<file path="config.mk">
export PLATFORM = sky130hd
export DESIGN_NAME = rtimer_top
export DESIGN_NICKNAME = d
export VERILOG_FILES = /design/src/rtl/rtimer_pkg.sv /design/src/rtl/rtimer_datapath.sv /design/src/rtl/rtimer_ctrl.sv /design/src/rtl/rtimer_top.sv
export SDC_FILE = /design/constraint.sdc
export NUM_CORES = 1
export LEC_CHECK = 0
export BUFFER_PORTS_ARGS = -buffer_cell sky130_fd_sc_hd__buf_4
export CORE_MARGIN = 3
export CORE_UTILIZATION = 62
export DETAILED_ROUTE_END_ITERATION = 12
export PLACE_DENSITY = 0.89
export SYNTH_ARGS = -nofsm -noshare
export SYNTH_HDL_FRONTEND = slang
export SYNTH_HIERARCHICAL = 1
export SYNTH_SLANG_ARGS = --single-unit
</file>
<file path="constraint.sdc">
create_clock -name clk -period 3.9 [get_ports clk]
set_input_delay 0.39 -clock clk [delete_from_list [all_inputs] [get_ports clk]]
set_output_delay 0.39 -clock clk [all_outputs]
set_load 0.05 [all_outputs]
</file>
<file path="src/rtl/rtimer_pkg.sv">
package rtimer_pkg;

  typedef enum logic [1:0] {
    ADDR_CNT_LO = 2'd0,
    ADDR_CNT_HI = 2'd1,
    ADDR_LAT_LO = 2'd2,
    ADDR_LAT_HI = 2'd3
  } regSel_e;

  typedef struct packed {
    logic latchLoWr;
    logic latchHiWr;
    logic startCount;
    logic decrement;
    logic reload;
  } dpStrobe_t;

endpackage

</file>
<file path="src/rtl/rtimer_datapath.sv">
module rtimer_datapath
  import rtimer_pkg::*;
#(
  parameter int CntW = 16,
  localparam int ByteW = CntW / 2
) (
  input  logic             clk,
  input  logic             rstN,
  input  dpStrobe_t        strobe,
  input  logic [ByteW-1:0] wrData,
  input  regSel_e          rdSel,
  output logic [ByteW-1:0] rdData,
  output logic [CntW-1:0]  counter,
  output logic [CntW-1:0]  latch,
  output logic             isZero,
  output logic             isAllOnes
);

  localparam int NumLanes = 2;

  logic [NumLanes-1:0] laneWr;
  assign laneWr = {strobe.latchHiWr, strobe.latchLoWr};

  // Latch byte lanes
  for (genvar lane = 0; lane < NumLanes; lane++) begin : g_latchLane
    always_ff @(posedge clk or negedge rstN) begin
      if (!rstN) begin
        latch[lane*ByteW +: ByteW] <= '1;
      end else if (laneWr[lane]) begin
        latch[lane*ByteW +: ByteW] <= wrData;
      end
    end
  end

  // Counter register: start > reload > decrement
  logic [CntW-1:0] counterNext;
  always_comb begin
    counterNext = counter;
    if (strobe.startCount) begin
      counterNext = {wrData, latch[ByteW-1:0]};
    end else if (strobe.reload) begin
      counterNext = latch;
    end else if (strobe.decrement) begin
      counterNext = counter - 1'b1;
    end
  end

  always_ff @(posedge clk or negedge rstN) begin
    if (!rstN) begin
      counter <= '1;
    end else begin
      counter <= counterNext;
    end
  end

  assign isZero    = (counter == '0);
  assign isAllOnes = (counter == '1);

  always_comb begin
    unique case (rdSel)
      ADDR_CNT_LO: rdData = counter[ByteW-1:0];
      ADDR_CNT_HI: rdData = counter[CntW-1:ByteW];
      ADDR_LAT_LO: rdData = latch[ByteW-1:0];
      ADDR_LAT_HI: rdData = latch[CntW-1:ByteW];
      default:     rdData = '0;
    endcase
  end

  AST_START_COPIES_LATCH: assert property (@(posedge clk) disable iff (!rstN)
    strobe.startCount |=> (counter == latch));

  AST_RELOAD_FROM_LATCH: assert property (@(posedge clk) disable iff (!rstN)
    strobe.reload |=> (counter == $past(latch)));

  AST_IDLE_HOLDS: assert property (@(posedge clk) disable iff (!rstN)
    !(strobe.startCount || strobe.reload || strobe.decrement) |=> $stable(counter));

endmodule

</file>
<file path="src/rtl/rtimer_ctrl.sv">
module rtimer_ctrl
  import rtimer_pkg::*;
(
  input  logic      clk,
  input  logic      rstN,
  input  logic      wrEn,
  input  regSel_e   wrSel,
  input  logic      tickEn,
  input  logic      contMode,
  input  logic      isZero,
  input  logic      isAllOnes,
  output dpStrobe_t strobe,
  output logic      irqPulse
);

  logic armed;
  logic startWr;
  logic crossing;
  logic firePulse;

  assign startWr = wrEn && (wrSel == ADDR_CNT_HI);

  always_comb begin
    strobe            = '0;
    strobe.latchLoWr  = wrEn && ((wrSel == ADDR_CNT_LO) || (wrSel == ADDR_LAT_LO));
    strobe.latchHiWr  = wrEn && ((wrSel == ADDR_CNT_HI) || (wrSel == ADDR_LAT_HI));
    strobe.startCount = startWr;
    strobe.reload     = tickEn && !startWr && contMode && isAllOnes;
    strobe.decrement  = tickEn && !startWr && !(contMode && isAllOnes);
  end

  assign crossing  = tickEn && !startWr && isZero;
  assign firePulse = crossing && (contMode || armed);

  always_ff @(posedge clk or negedge rstN) begin
    if (!rstN) begin
      armed    <= 1'b0;
      irqPulse <= 1'b0;
    end else begin
      irqPulse <= firePulse;
      if (startWr) begin
        armed <= 1'b1;
      end else if (firePulse) begin
        armed <= 1'b0;
      end
    end
  end

  AST_PULSE_SINGLE: assert property (@(posedge clk) disable iff (!rstN)
    irqPulse |=> !irqPulse);

  AST_ONESHOT_DISARMED_QUIET: assert property (@(posedge clk) disable iff (!rstN)
    (!contMode && !armed) |=> !irqPulse);

  AST_START_ARMS: assert property (@(posedge clk) disable iff (!rstN)
    startWr |=> armed);

endmodule

</file>
<file path="src/rtl/rtimer_top.sv">
module rtimer_top
  import rtimer_pkg::*;
#(
  parameter int CntW = 16,
  localparam int ByteW = CntW / 2
) (
  input  logic             clk,
  input  logic             rstN,
  input  logic             wrEn,
  input  logic [1:0]       regSel,
  input  logic [ByteW-1:0] wrData,
  output logic [ByteW-1:0] rdData,
  input  logic             tickEn,
  input  logic             contMode,
  output logic             irqPulse
);

  dpStrobe_t       strobe;
  logic [CntW-1:0] counter;
  logic [CntW-1:0] latch;
  logic            isZero;
  logic            isAllOnes;
  regSel_e         sel;

  assign sel = regSel_e'(regSel);

  rtimer_ctrl u_ctrl (
    .clk       (clk),
    .rstN      (rstN),
    .wrEn      (wrEn),
    .wrSel     (sel),
    .tickEn    (tickEn),
    .contMode  (contMode),
    .isZero    (isZero),
    .isAllOnes (isAllOnes),
    .strobe    (strobe),
    .irqPulse  (irqPulse)
  );

  rtimer_datapath #(.CntW(CntW)) u_dp (
    .clk       (clk),
    .rstN      (rstN),
    .strobe    (strobe),
    .wrData    (wrData),
    .rdSel     (sel),
    .rdData    (rdData),
    .counter   (counter),
    .latch     (latch),
    .isZero    (isZero),
    .isAllOnes (isAllOnes)
  );

  AST_PULSE_LEAVES_ALLONES: assert property (@(posedge clk) disable iff (!rstN)
    irqPulse |-> (counter == {CntW{1'b1}}));

  AST_LATCH_HI_KEEPS_COUNT: assert property (@(posedge clk) disable iff (!rstN)
    (wrEn && sel == ADDR_LAT_HI && !tickEn) |=> $stable(counter));

  AST_LATCH_LO_KEEPS_COUNT: assert property (@(posedge clk) disable iff (!rstN)
    (wrEn && (sel == ADDR_LAT_LO || sel == ADDR_CNT_LO) && !tickEn) |=> $stable(counter));

endmodule

</file>
==> results.cfg <==
[timing]
timing.final.max_slew_violations = 0
setup_viol_count_final = 0
min_period_ps = 2630
final_hold_viol_count = 0
min_period_over_period_pct = 67.4
slew_headroom_pct = 38.4
max_clk_rate_ghz = 0.381
tightestPinTransition_ps = 924
fin_tns_setup_ps = 0
grt_setup_unrepaired = no
timing.clock.skew_ps = 5.40

[critical_path]
critical_path_cell_count = 11
critPathMostFrequentCell = nor2_1
capture_instance_of_the_worst_register_to_register_path = u_dp/counter[15]
critical_path.reg2reg.startpoint = u_dp/counter[0]
cp_capture_point = u_dp/counter[15]
max_stage_delay_ps = 610
critPathBufInv = 1
critical_path.endpoint_type = flop
worstRegToRegCells = 11
worst-endpoint-required_ps = 4170
worstPathArrival_ps = 2900
worst_setup_path_start_kind = flop
critical_path_peak_fanout = 16
setup.worst_path.start = u_dp/counter[0]
worst-setup-path-type = flop to flop
ff2ff_setup_slack_ps = 1270
critical_path_cell_by_cell = ha_1 > nand4_1 > nor4_1 > nand3_1 > nor2_1 > buf_4 > nor3_1 > a211o_1 > nor2_1 > mux2i_1 > o211ai_1
cpMaxStageDelayCell = dfstp_2
critPathTopFamily = simple AND/OR/NAND/NOR gates

[finish]
post-route-util_pct = 73.7
nNetsFinal = 229
ant_cells = 0
fill_cells = 236
count_of_non_filler_cells_in_the_finished_layout = 257
final-seq-area_um2 = 891
drive_above_1_share_pct = 45.5
area_delta_synth_final_pct = 10.7
final_area_um2 = 2320
multi_input_comb_area_um2 = 1090

[grt]
initial_antenna_violation_count = 0
grt_pass1_wl_um = 8330
grt_util_all_layers_pct = 27.1
maximum_number_of_pins_on_one_net_before_global_route_repair = 35
globalRouteOverflowTotal = 0
grt_pass1_vias = 1629

[detailed_routing]
wirelength_um = 4970
via_count = 1661
postRouteAntennaNets = 0
route.detailed.vias_per_inst = 6.46
first_pass_iters = 4
drt_iter0_drc = 155
remaining_drc_errors = 0
routed_wire_length_per_instance_um = 19.3

[worst_hold_path]
hold_path.class = primary input to flop
worstHoldStart = wrData[2]

[logic_synthesis]
synth_area_leader_cell = dfstp_2
dominantRegCellSynth = dfstp_2
syn_inst = 192
mappedNetlistArea_um2 = 2100
synth_edf_count = 0
ys_seq_elements = 34
synth.yosys.warnings = 6
postSynthNetCount = 209
yosys.cell_types.count = 48
synth.yosys.seq_area_share_pct = 42.4
cell_types_with_the_largest_area_share_after_synthesis = dfstp_2 (40%), mux2_2 (8.6%), mux4_2 (7.5%)
async_flop_share_pct = 100
syn_avg_cell_area_um2 = 10.9
post-synth-top-count-cell = dfstp_2
netlist.area_leader.share_pct = 40.0
netlist_top_cells_count = dfstp_2 (32), nor2_1 (20), mux2_2 (16)

[placement]
gp_congestion = 0.933
dp.final_hpwl_um = 3490
io_buffer_count = 23
numPlacedInstances = 248
place_area_um2 = 2250

[cts]
numCtsBuffers = 5
root_buffer = clkbuf_4
cts.reportedPaths.clkPinSlew_ps = 100
tritoncts = yes
worstSkewPairLatency_ps = 350
cts_max_level = 2
post-cts-setup-buffer-count = 0
numClockSinks = 34
ctsLongestPathBuffers = 2

[power_and_ir_drop]
leakage_power_figure_nw = 0.906
ir_worst_vdd_mv = 0.312
p_total_w = 0.00122
power-per-cell-area_nw_per_um2 = 523

[floorplan]
design.portCount = 24
initial_utilization_pct = 66.6
die_height_um = 64.2
core_area_um2 = 3150
fp-row-count = 20
die-area_um2 = 4120
die_width_um = 64.2

[run]
drv.max_cap_violation_count = 0

[run_status]
run_status = complete, no violations
[per-layer routing]
metal  vias up  track usage, %  part of all wire [%]
met5         -               0                     0
met4         0            9.23                   1.6
met3        11            8.08                   9.6
met2        98            40.3                    47
met1       820            38.0                    42
li1        732               -                     -
[sequential cells by signal, summed over array words and instances (netlist names)]
register and cells:
u_dp/latch 16, u_dp/counter 16, u_ctrl/armed 1, u_ctrl/irqPulse 1
[area by class of cell]
type	count	share of cell area (%)
Clock inverter	1	0.215
Sequential cell	34	38.3
Clock buffer	7	2.37
Multi-Input combinational cell	138	46.9
Timing Repair Buffer	27	8.83
Tap cell	44	2.37
Inverter	6	0.969
[placed cells by master (no fill, tap or decap), types with 3 or more instances in the layout]
cell type	instances
xnor2_1	7
nor2_1	20
inv_1	6
clkbuf_4	5
dfstp_2	32
nor4_1	3
nand2_1	9
nand4_1	6
mux2_2	16
a21oi_1	14
buf_4	26
xor2_1	6
nor3_1	11
nor2b_1	3
mux2i_1	5
mux4_2	7
[cell families after synthesis]
group / synth area share [%]
AOI/OAI and AO/OA: 7.87
xor gates and xnor gates: 5.42
adders and majority gates: 1.19
buffers and inverters: 5.66
DFF: 42.4
muxes: 19.7
and+or+nand+nor: 17.7
[stage by stage]
stage               hold slack [ps]  setup slack, ps
floorplan                      94.4             1770
global placement                347             1220
detailed placement              357             1130
CTS                             258             1340
global route                    237             1160
finish                          271             1270
[worst min path at each step]
stage	slack, ps	to	cells after the start
2_1_floorplan	90	u_ctrl/armed	0
3_3_place_gp	350	u_ctrl/irqPulse	1
3_5_place_dp	360	u_ctrl/irqPulse	1
4_1_cts	260	u_dp/counter[8]	3
5_1_grt	240	u_dp/counter[11]	3
6_report	270	u_dp/counter[10]	3
[repair_timing]
action | in CTS | in global routing
gates resized for setup | 0 | 0
setup endpoints to repair | 0 | 0
endpoints found under the hold margin | 2 | 0
hold buffers | 1 | 0
[power by group]
part	internal (W)	total, W	switching, W	leakage [nW]
registers	0.000486	0.000606	0.000120	0.359
logic	0.000180	0.000403	0.000223	0.512
clock network	0.0000873	0.000207	0.000120	0.0353
total	0.000753	0.00122	0.000463	0.906
[tightest hold or removal path, cell delays in order]
cell,delay (ps)
buf_4,120
nand2_1,50
o21ai_1,50
Power figures use the tool's default switching activity.
